$ cat config.mk
export PLATFORM = sky130hd
export DESIGN_NAME = tx_ring_dma
export DESIGN_NICKNAME = d
export VERILOG_FILES = /design/src/rtl/txr_pkg.sv /design/src/rtl/txr_ptr.sv /design/src/rtl/txr_ctrl.sv /design/src/rtl/tx_ring_dma.sv
export SDC_FILE = /design/constraint.sdc
export NUM_CORES = 1
export LEC_CHECK = 0
export BUFFER_PORTS_ARGS = -buffer_cell sky130_fd_sc_hd__buf_4
export CAP_MARGIN = 25
export CORE_UTILIZATION = 48
export DETAILED_ROUTE_END_ITERATION = 12
export PLACE_DENSITY = 0.86
export SYNTH_ARGS = -nofsm -noshare
export SYNTH_HDL_FRONTEND = slang
export SYNTH_SLANG_ARGS = --single-unit
$ cat constraint.sdc
create_clock -name clk_i -period 3.3 [get_ports clk_i]
set_input_delay 0.825 -clock clk_i [delete_from_list [all_inputs] [get_ports clk_i]]
set_output_delay 0.825 -clock clk_i [all_outputs]
set_load 0.005 [all_outputs]
$ cat src/rtl/txr_pkg.sv
package txr_pkg;
  localparam int DW = 32;

  // control word bit positions
  localparam int B_IE   = 13;
  localparam int B_WRAP = 12;
  localparam int B_EN   = 11;
  localparam int B_UND  = 14;
  localparam int B_ATT  = 15;
  localparam int B_LATE = 16;

  typedef enum logic [2:0] {
    ST_IDLE, ST_RD0, ST_RD1, ST_START, ST_WAIT, ST_WR, ST_UPD
  } txr_state_e;
endpackage

$ cat src/rtl/txr_ptr.sv
module txr_ptr #(
  parameter int AW    = 32,
  parameter int IDX_W = 7
) (
  input  logic          clk_i,
  input  logic          rst_ni,
  input  logic          wr_i,
  input  logic [AW-1:0] wdata_i,
  input  logic          adv_i,
  input  logic          wrap_i,
  output logic [AW-1:0] ptr_o
);
  localparam int LO  = 3;
  localparam int BLO = LO + IDX_W;

  logic [AW-1:BLO]    base_q;
  logic [IDX_W-1:0]   idx_q;

  always_ff @(posedge clk_i or negedge rst_ni) begin
    if (!rst_ni) begin
      base_q <= '0;
      idx_q  <= '0;
    end else if (wr_i) begin
      base_q <= wdata_i[AW-1:BLO];
      idx_q  <= wdata_i[BLO-1:LO];
    end else if (adv_i) begin
      // natural overflow of the index covers the table boundary
      idx_q <= wrap_i ? '0 : idx_q + 1'b1;
    end
  end

  assign ptr_o = {base_q, idx_q, {LO{1'b0}}};


  idx_step_chk: assert property (@(posedge clk_i) disable iff (!rst_ni)
    (!$past(wr_i) && !$stable(idx_q)) |->
      (idx_q == IDX_W'($past(idx_q) + 1'b1) || idx_q == '0));


  base_write_chk: assert property (@(posedge clk_i) disable iff (!rst_ni)
    !$stable(base_q) |-> $past(wr_i));
endmodule

$ cat src/rtl/txr_ctrl.sv
module txr_ctrl
  import txr_pkg::*;
#(
  parameter int AW    = 32,
  parameter int LEN_W = 11
) (
  input  logic             clk_i,
  input  logic             rst_ni,
  input  logic [AW-1:0]    ptr_i,
  input  logic             txen_set_i,
  input  logic             irq_en_i,
  output logic             idle_o,
  output logic             adv_o,
  output logic             wrap_o,
  output logic             txen_o,
  output logic             mem_req_o,
  output logic             mem_we_o,
  output logic [AW-1:0]    mem_addr_o,
  output logic [DW-1:0]    mem_wdata_o,
  input  logic             mem_ack_i,
  input  logic [DW-1:0]    mem_rdata_i,
  output logic             tx_start_o,
  output logic [DW-1:0]    tx_addr_o,
  output logic [LEN_W-1:0] tx_len_o,
  input  logic             tx_done_i,
  input  logic             tx_underrun_i,
  input  logic             tx_attempt_lim_i,
  input  logic             tx_late_col_i,
  input  logic             tx_gbit_i,
  output logic             irq_o
);
  txr_state_e       st_q, st_d;
  logic             ie_q, wrap_q, txen_q, stop;
  logic [LEN_W-1:0] len_q;
  logic [DW-1:0]    buf_q;
  logic [2:0]       err_q;

  assign stop = (st_q == ST_RD0) && mem_ack_i && !mem_rdata_i[B_EN];

  always_comb begin
    st_d = st_q;
    unique case (st_q)
      ST_IDLE:  if (txen_q) st_d = ST_RD0;
      ST_RD0:   if (mem_ack_i) st_d = mem_rdata_i[B_EN] ? ST_RD1 : ST_IDLE;
      ST_RD1:   if (mem_ack_i) st_d = ST_START;
      ST_START: st_d = ST_WAIT;
      ST_WAIT:  if (tx_done_i) st_d = ST_WR;
      ST_WR:    if (mem_ack_i) st_d = ST_UPD;
      ST_UPD:   st_d = ST_RD0;
      default:  st_d = ST_IDLE;
    endcase
  end

  always_ff @(posedge clk_i or negedge rst_ni) begin
    if (!rst_ni) begin
      st_q   <= ST_IDLE;
      txen_q <= 1'b0;
      ie_q   <= 1'b0;
      wrap_q <= 1'b0;
      len_q  <= '0;
      buf_q  <= '0;
      err_q  <= '0;
    end else begin
      st_q <= st_d;
      // a new set wins over a stop in the same cycle
      if (txen_set_i)  txen_q <= 1'b1;
      else if (stop)   txen_q <= 1'b0;
      if (st_q == ST_RD0 && mem_ack_i) begin
        ie_q   <= mem_rdata_i[B_IE];
        wrap_q <= mem_rdata_i[B_WRAP];
        len_q  <= mem_rdata_i[LEN_W-1:0];
      end
      if (st_q == ST_RD1 && mem_ack_i) buf_q <= mem_rdata_i;
      if (st_q == ST_WAIT && tx_done_i)
        err_q <= {tx_late_col_i & tx_gbit_i, tx_attempt_lim_i, tx_underrun_i};
    end
  end

  always_comb begin
    mem_wdata_o         = '0;
    mem_wdata_o[B_UND]  = err_q[0];
    mem_wdata_o[B_ATT]  = err_q[1];
    mem_wdata_o[B_LATE] = err_q[2];
  end

  assign idle_o     = (st_q == ST_IDLE);
  assign mem_req_o  = (st_q == ST_RD0) || (st_q == ST_RD1) || (st_q == ST_WR);
  assign mem_we_o   = (st_q == ST_WR);
  assign mem_addr_o = (st_q == ST_RD1) ? (ptr_i | AW'(4)) : ptr_i;
  assign tx_start_o = (st_q == ST_START);
  assign tx_addr_o  = buf_q;
  assign tx_len_o   = len_q;
  assign adv_o      = (st_q == ST_UPD);
  assign wrap_o     = wrap_q;
  assign irq_o      = (st_q == ST_UPD) && ie_q && irq_en_i;
  assign txen_o     = txen_q;


  mem_hold_chk: assert property (@(posedge clk_i) disable iff (!rst_ni)
    (mem_req_o && !mem_ack_i) |=>
      (mem_req_o && $stable(mem_addr_o) && $stable(mem_we_o)));


  tx_pulse_chk: assert property (@(posedge clk_i) disable iff (!rst_ni)
    tx_start_o |=> !tx_start_o);


  irq_pulse_chk: assert property (@(posedge clk_i) disable iff (!rst_ni)
    irq_o |=> !irq_o);


  txen_fall_chk: assert property (@(posedge clk_i) disable iff (!rst_ni)
    $fell(txen_o) |-> ($past(mem_ack_i) && !$past(mem_we_o)));
endmodule

$ cat src/rtl/tx_ring_dma.sv
module tx_ring_dma
  import txr_pkg::*;
#(
  parameter int AW    = 32,
  parameter int IDX_W = 7,
  parameter int LEN_W = 11
) (
  input  logic             clk_i,
  input  logic             rst_ni,
  input  logic             ptr_we_i,
  input  logic [AW-1:0]    ptr_wdata_i,
  input  logic             txen_set_i,
  input  logic             irq_en_i,
  output logic [AW-1:0]    ptr_o,
  output logic             txen_o,
  output logic             mem_req_o,
  output logic             mem_we_o,
  output logic [AW-1:0]    mem_addr_o,
  output logic [DW-1:0]    mem_wdata_o,
  input  logic             mem_ack_i,
  input  logic [DW-1:0]    mem_rdata_i,
  output logic             tx_start_o,
  output logic [DW-1:0]    tx_addr_o,
  output logic [LEN_W-1:0] tx_len_o,
  input  logic             tx_done_i,
  input  logic             tx_underrun_i,
  input  logic             tx_attempt_lim_i,
  input  logic             tx_late_col_i,
  input  logic             tx_gbit_i,
  output logic             irq_o
);
  logic idle, adv, wrap;

  txr_ptr #(.AW(AW), .IDX_W(IDX_W)) u_ptr (
    .clk_i   (clk_i),
    .rst_ni  (rst_ni),
    .wr_i    (ptr_we_i && idle),
    .wdata_i (ptr_wdata_i),
    .adv_i   (adv),
    .wrap_i  (wrap),
    .ptr_o   (ptr_o)
  );

  txr_ctrl #(.AW(AW), .LEN_W(LEN_W)) u_ctrl (
    .clk_i            (clk_i),
    .rst_ni           (rst_ni),
    .ptr_i            (ptr_o),
    .txen_set_i       (txen_set_i),
    .irq_en_i         (irq_en_i),
    .idle_o           (idle),
    .adv_o            (adv),
    .wrap_o           (wrap),
    .txen_o           (txen_o),
    .mem_req_o        (mem_req_o),
    .mem_we_o         (mem_we_o),
    .mem_addr_o       (mem_addr_o),
    .mem_wdata_o      (mem_wdata_o),
    .mem_ack_i        (mem_ack_i),
    .mem_rdata_i      (mem_rdata_i),
    .tx_start_o       (tx_start_o),
    .tx_addr_o        (tx_addr_o),
    .tx_len_o         (tx_len_o),
    .tx_done_i        (tx_done_i),
    .tx_underrun_i    (tx_underrun_i),
    .tx_attempt_lim_i (tx_attempt_lim_i),
    .tx_late_col_i    (tx_late_col_i),
    .tx_gbit_i        (tx_gbit_i),
    .irq_o            (irq_o)
  );
endmodule

==> flow_metrics.tcl, run 1 <==
set metrics [dict create \
    p_per_area_nw_per_um2 882.8 \
    drtAntennaViolNets 0 \
    cp-end-kind "output pin" \
    wl_per_cell_um 14.08 \
    clock.fmax_mhz 433.1 \
    track_usage_pct 20.23 \
    cts_buffers 9 \
    ir_worst_vdd_mv 0.5609 \
    ioPinCount 219 \
    cts_sinks 81 \
    critPathKind "flip-flop to output pin" \
    firstDrtPassIters 4 \
    routed_via_density 4.745 \
    n_fill_cell 590 \
    drc 0 \
    synth_seq_area_share_pct 52.89 \
    wirelength_mm 8.521 \
    synth.area.top_cells "dfrtp_1 (53%), buf_4 (13%), mux2_2 (13%)" \
    cts_resized 0 \
    core_area_um2 7727 \
    grt_max_degree 82 \
    synth_most_common_cell "dfrtp_1" \
    rrSetupSlack_ps 1410 \
    hold_viol_final 0 \
    async_reset_ff_share_pct 100.0 \
    final-seq-area_um2 2027 \
    die_w_um 91.36 \
    grt_pass1_wl_mm 13.19 \
    arrival_ps 1480 \
    total_power_w 0.004515 \
    yosys.area.top_type "dfrtp_1" \
    synth_area_um2 3832 \
    avgSynthCellArea_um2 11.04 \
    rsz0062_at_grt "no" \
    cts_tree "yes" \
    status "finished clean" \
    clockBufferDepth 2 \
    core.rowCount 32 \
    maxCapViolCount 0 \
    skew_ps 11.23 \
    cts_setup_buffers 0 \
    synth_flop_cell "dfrtp_1" \
    nets 574 \
    period_needed_ps 2309 \
    worstRegToRegCells 4 \
    period_share_pct 69.97 \
    netlist_instances 347 \
    synth_top_cell_area_share_pct 52.89 \
    pre_cts_ws_ps 1176 \
    drive_gt1_share_pct 50.10 \
    synth_common_cells "dfrtp_1 (81), nand2_1 (78), buf_4 (67)" \
    worst_slack_ps 990.8 \
    vias 2871 \
    required_ps 2470 \
    clock_latency_ps 340 \
    port_buffers 181 \
    fp.dieArea_um2 8346 \
    yosys_warnings 0 \
    drtIter0Drc 86 \
    grt.overflow.total 0 \
    area_delta_synth_final_pct 33.46 \
    routabilityCongestion 0.7727 \
    r2r_end "u_ptr.idx_q[4]" \
    start_kind "flip-flop" \
    htreeDepth 3 \
    rr_startpoint "u_ctrl.st_q[2]" \
    hpwl_mm 6.227 \
    initial_core_util_pct 49.60 \
    setup_viol 0 \
    leakagePower_nw 2.663 \
    holdCritPathClass "input port to asynchronous set/reset pin" \
    final.setup.tns_ps 0 \
    clk_pin_slew_ps 90 \
    antenna_found_initial 0 \
    grt_pass1_vias 2746 \
    ys_types 35 \
    critical_path.max_fanout 11 \
    multi_input_area_um2 1353 \
    slew_viol_final 0 \
    synth_edf_count 0 \
    antenna_cells 0 \
    ys_ff_latch 81 \
    die_y_um 91.36 \
    cts-hold-fix-buffers 0 \
    timing.hold.ws_ps 437.7 \
    clockRootBuffer "clkbuf_8" \
]
## through the flow
step | std cells | util [%] | area, um^2
after detailed placement | 588 | 63.41 | 4900
after CTS | 604 | 65.93 | 5095
after global placement | 588 | 63.41 | 4900
after global routing | 605 | 66.19 | 5115
after floorplan | 380 | - | 3956
final | 605 | 66.19 | 5115
## layout make-up
cell class,count,area share (%)
Sequential cell,81,39.63
Timing Repair Buffer,185,27.40
Multi-Input combinational cell,218,26.44
Clock buffer,10,2.495
Tap cell,102,2.495
Clock inverter,6,1.321
Inverter,3,0.2202
## cells in the final DEF, fill, tap and decap left out, drive strengths merged
cell / instances
nand2b: 2
o21a: 1
nor3: 4
and3: 2
and2: 1
nor3b: 3
nand3b: 1
mux2: 47
conb: 34
clkbuf: 10
a211oi: 1
ha: 1
or4: 2
or4b: 1
nor2: 9
dfrtp: 81
a21oi: 12
bufinv: 1
o21bai: 1
o22a: 1
nor4b: 1
and2b: 1
o31ai: 3
nand3: 3
inv: 4
a21o: 1
buf: 185
clkinvlp: 2
clkinv: 2
o21ai: 6
nor2b: 1
mux2i: 1
nand2: 78
## report_power, final
group	internal, W	leakage (nW)	switching [W]
Sequential	0.00146	0.980	0.000400
Combinational	0.00122	1.59	0.000723
Clock	0.000353	0.0929	0.000362
## worst max-delay path, cell delays in order (launching register included)
cell and delay [ps]:
dfrtp_1 610, and2b_1 250, and2_1 150, buf_4 130
## how the worst max path moves through the flow
stage	startpoint	end	slack, ps	cells after the start
after global routing	u_ctrl.st_q[2]	irq_o	880	3
after global placement	ptr_we_i	u_ptr.idx_q[4]	1210	5
after floorplan	ptr_we_i	u_ptr.idx_q[3]	1450	5
after detailed placement	ptr_we_i	u_ptr.idx_q[4]	1180	5
after CTS	u_ctrl.st_q[1]	mem_we_o	970	3
final	u_ctrl.st_q[1]	mem_we_o	990	3
## per-layer routing
layer / track usage, % / vias up / routed length, um
li1: - / 1343 / -
met1: 23.49 / 1379 / 3266
met2: 34.15 / 141 / 4355
met3: 9.045 / 8 / 807
met4: 5.026 / 0 / 92
met5: 0 / - / 0
## registers in the layout (all words and copies together) (netlist names)
register          cells
u_ctrl.err_q          3
u_ctrl.ie_q           1
u_ctrl.st_q           3
u_ctrl.tx_addr_o     32
u_ctrl.tx_len_o      11
u_ctrl.txen_o         1
u_ctrl.wrap_o         1
u_ptr.base_q         22
u_ptr.idx_q           7
## cell families after synthesis
group | Yosys count | synth area share [%]
fa+ha+maj | 1 | 0.3264
buf+inv | 81 | 15.28
other cells | 1 | 0.09785
simple gates | 109 | 13.19
flops | 81 | 52.89
mux | 48 | 14.07
compound gates | 26 | 4.147
(Power assumes the default switching activity.)
==> inputs of run 2 (changes only) <==
--- a/config.mk
+++ b/config.mk
@@ -7,9 +7,9 @@
 export LEC_CHECK = 0
 export BUFFER_PORTS_ARGS = -buffer_cell sky130_fd_sc_hd__buf_4
 export CAP_MARGIN = 25
-export CORE_UTILIZATION = 48
+export CORE_UTILIZATION = 40
 export DETAILED_ROUTE_END_ITERATION = 12
-export PLACE_DENSITY = 0.86
+export PLACE_DENSITY = 0.77
 export SYNTH_ARGS = -nofsm -noshare
 export SYNTH_HDL_FRONTEND = slang
 export SYNTH_SLANG_ARGS = --single-unit
==> constraint.sdc (replaced) <==
create_clock -name clk_i -period 2.1 [get_ports clk_i]
set_input_delay 0.525 -clock clk_i [delete_from_list [all_inputs] [get_ports clk_i]]
set_output_delay 0.525 -clock clk_i [all_outputs]
set_load 0.005 [all_outputs]
==> flow_metrics.tcl, run 2 (synthesis gave the netlist of run 1 again) <==
set metrics [dict create \
    critPathKind "flip-flop to output pin" \
    period_needed_ps 1919 \
    core_area_um2 9240 \
    port_buffers 181 \
    clock_latency_ps 340 \
    worstRegToRegCells 5 \
    drive_gt1_share_pct 50.49 \
    routabilityCongestion 0.6987 \
    grt_pass1_wl_mm 13.70 \
    wirelength_mm 8.709 \
    clockRootBuffer "clkbuf_8" \
    grt_max_degree 51 \
    final_cell_mix "buf_4 (187), dfrtp_1 (81), nand2_1 (78)" \
    area_delta_synth_final_pct 35.00 \
    dpl_cell_area_um2 4981 \
    setup_viol 0 \
    drc 0 \
    hpwl_mm 6.506 \
    track_usage_pct 17.67 \
    clk_pin_slew_ps 90 \
    final_common_cell "buf_4" \
    skew_ps 16.52 \
    rrSetupSlack_ps 290 \
    final.setup.tns_ps 0 \
    die_y_um 99.88 \
    status "finished clean" \
    slowest_stage "dfrtp_1" \
    endpoint "irq_o" \
    grt_pass1_vias 2867 \
    nets 578 \
    vias 2860 \
    routed_via_density 4.497 \
    start_kind "flip-flop" \
    path_cells "nand3b_4 -> nor2_1 -> buf_4" \
    timing.hold.ws_ps 104.3 \
    antenna_cells 0 \
    drtAntennaViolNets 0 \
    core.rowCount 35 \
    firstDrtPassIters 4 \
    rsz0062_at_grt "no" \
    period_share_pct 91.38 \
    cp-startpoint "u_ctrl.st_q[0]" \
    cts_buffers 9 \
    largest_reg_flops 32 \
    antenna_found_initial 0 \
    cp-end-kind "output pin" \
    fp.dieArea_um2 9976 \
    clockBufferDepth 2 \
    p_per_area_nw_per_um2 1364 \
    leakagePower_nw 2.675 \
    arrival_ps 1390 \
    cts_tree "yes" \
    ioPinCount 219 \
    finalInstanceArea_um2 5174 \
    ir_worst_vdd_mv 0.7123 \
    wl_per_cell_um 13.69 \
    cts_resized 0 \
    rr_startpoint "u_ctrl.st_q[0]" \
    n_fill_cell 799 \
    required_ps 1570 \
    hold_viol_final 0 \
    r2r_end "u_ptr.idx_q[6]" \
    cpPeakStageDelay_ps 500 \
    initial_core_util_pct 41.48 \
    holdCritPathClass "input port to asynchronous set/reset pin" \
    htreeDepth 3 \
    final_util_pct 55.99 \
    maxCapViolCount 0 \
    die_w_um 99.88 \
    critical_path.max_fanout 9 \
    total_power_w 0.007055 \
    clock.fmax_mhz 521.1 \
    drtIter0Drc 58 \
    slew_viol_final 0 \
    grt.overflow.total 0 \
    cts_sinks 81 \
]
run 2: cell count changes in the layout (fill, tap and decap cells not counted), sizes merged:
cell / before / now
bufinv: 1 / 0
inv: 4 / 6
clkinv: 2 / 1
buf: 185 / 189
run 2: worst min-delay path by stage:
stage                               from                    to  slack, ps  depth (start not counted)
floorplan                         rst_ni       u_ctrl.err_q[0]        230                          0
finish                            rst_ni    u_ctrl.tx_len_o[2]        100                          1
CTS                               rst_ni    u_ctrl.tx_len_o[2]        110                          1
global route                      rst_ni   u_ctrl.tx_addr_o[2]        120                          1
global placement    u_ctrl.tx_addr_o[29]  u_ctrl.tx_addr_o[29]        470                          1
detailed placement  u_ctrl.tx_addr_o[28]  u_ctrl.tx_addr_o[28]        480                          1
run 2: worst max-delay path, delay by kind of cell, from the launching register on:
family / cells / cell delay, ps
flops: 1 / 500
simple gates: 2 / 420
buf+inv: 1 / 130
run 2: where the power goes:
| part | total [W] | internal [W] | leakage, nW | switching [W] |
|---|---|---|---|---|
| Sequential | 0.00288 | 0.00229 | 0.980 | 0.000584 |
| Clock | 0.00104 | 0.000445 | 0.0839 | 0.000590 |
| Combinational | 0.00314 | 0.00195 | 1.61 | 0.00119 |
run 2: repair_timing:
item	4_1_cts	5_1_grt
hold buffers	0	0
setup endpoints to repair	0	1
setup buffers	0	2
run 2: area by class of cell:
type / count / area [um^2] / area share (%)
clock buffers: 10 / 127.6 / 2.467
multi-input cells: 218 / 1353 / 26.14
well taps: 129 / 161.4 / 3.120
repair buffers: 189 / 1444 / 27.91
inverters: 3 / 11.26 / 0.2177
flip-flops and latches: 81 / 2027 / 39.18
clock inverters: 6 / 50.05 / 0.9674
run 2: per-stage QoR:
stage | cells | worst slack (ps)
after floorplan | 380 | 513.0
after global placement | 618 | 310.1
after detailed placement | 618 | 280.1
after CTS | 634 | 84.81
after global routing | 636 | 70.57
final | 636 | 181.0
run 2: per-layer routing:
layer | share of wire (%) | global-route usage [%] | wire (um) | vias to the layer above
li1 | - | - | - | 1353
met1 | 38 | 20.00 | 3314 | 1353
met2 | 50 | 30.13 | 4372 | 146
met3 | 11 | 7.242 | 928 | 8
met4 | 1.1 | 6.109 | 95 | 0
met5 | 0 | 0 | 0 | -
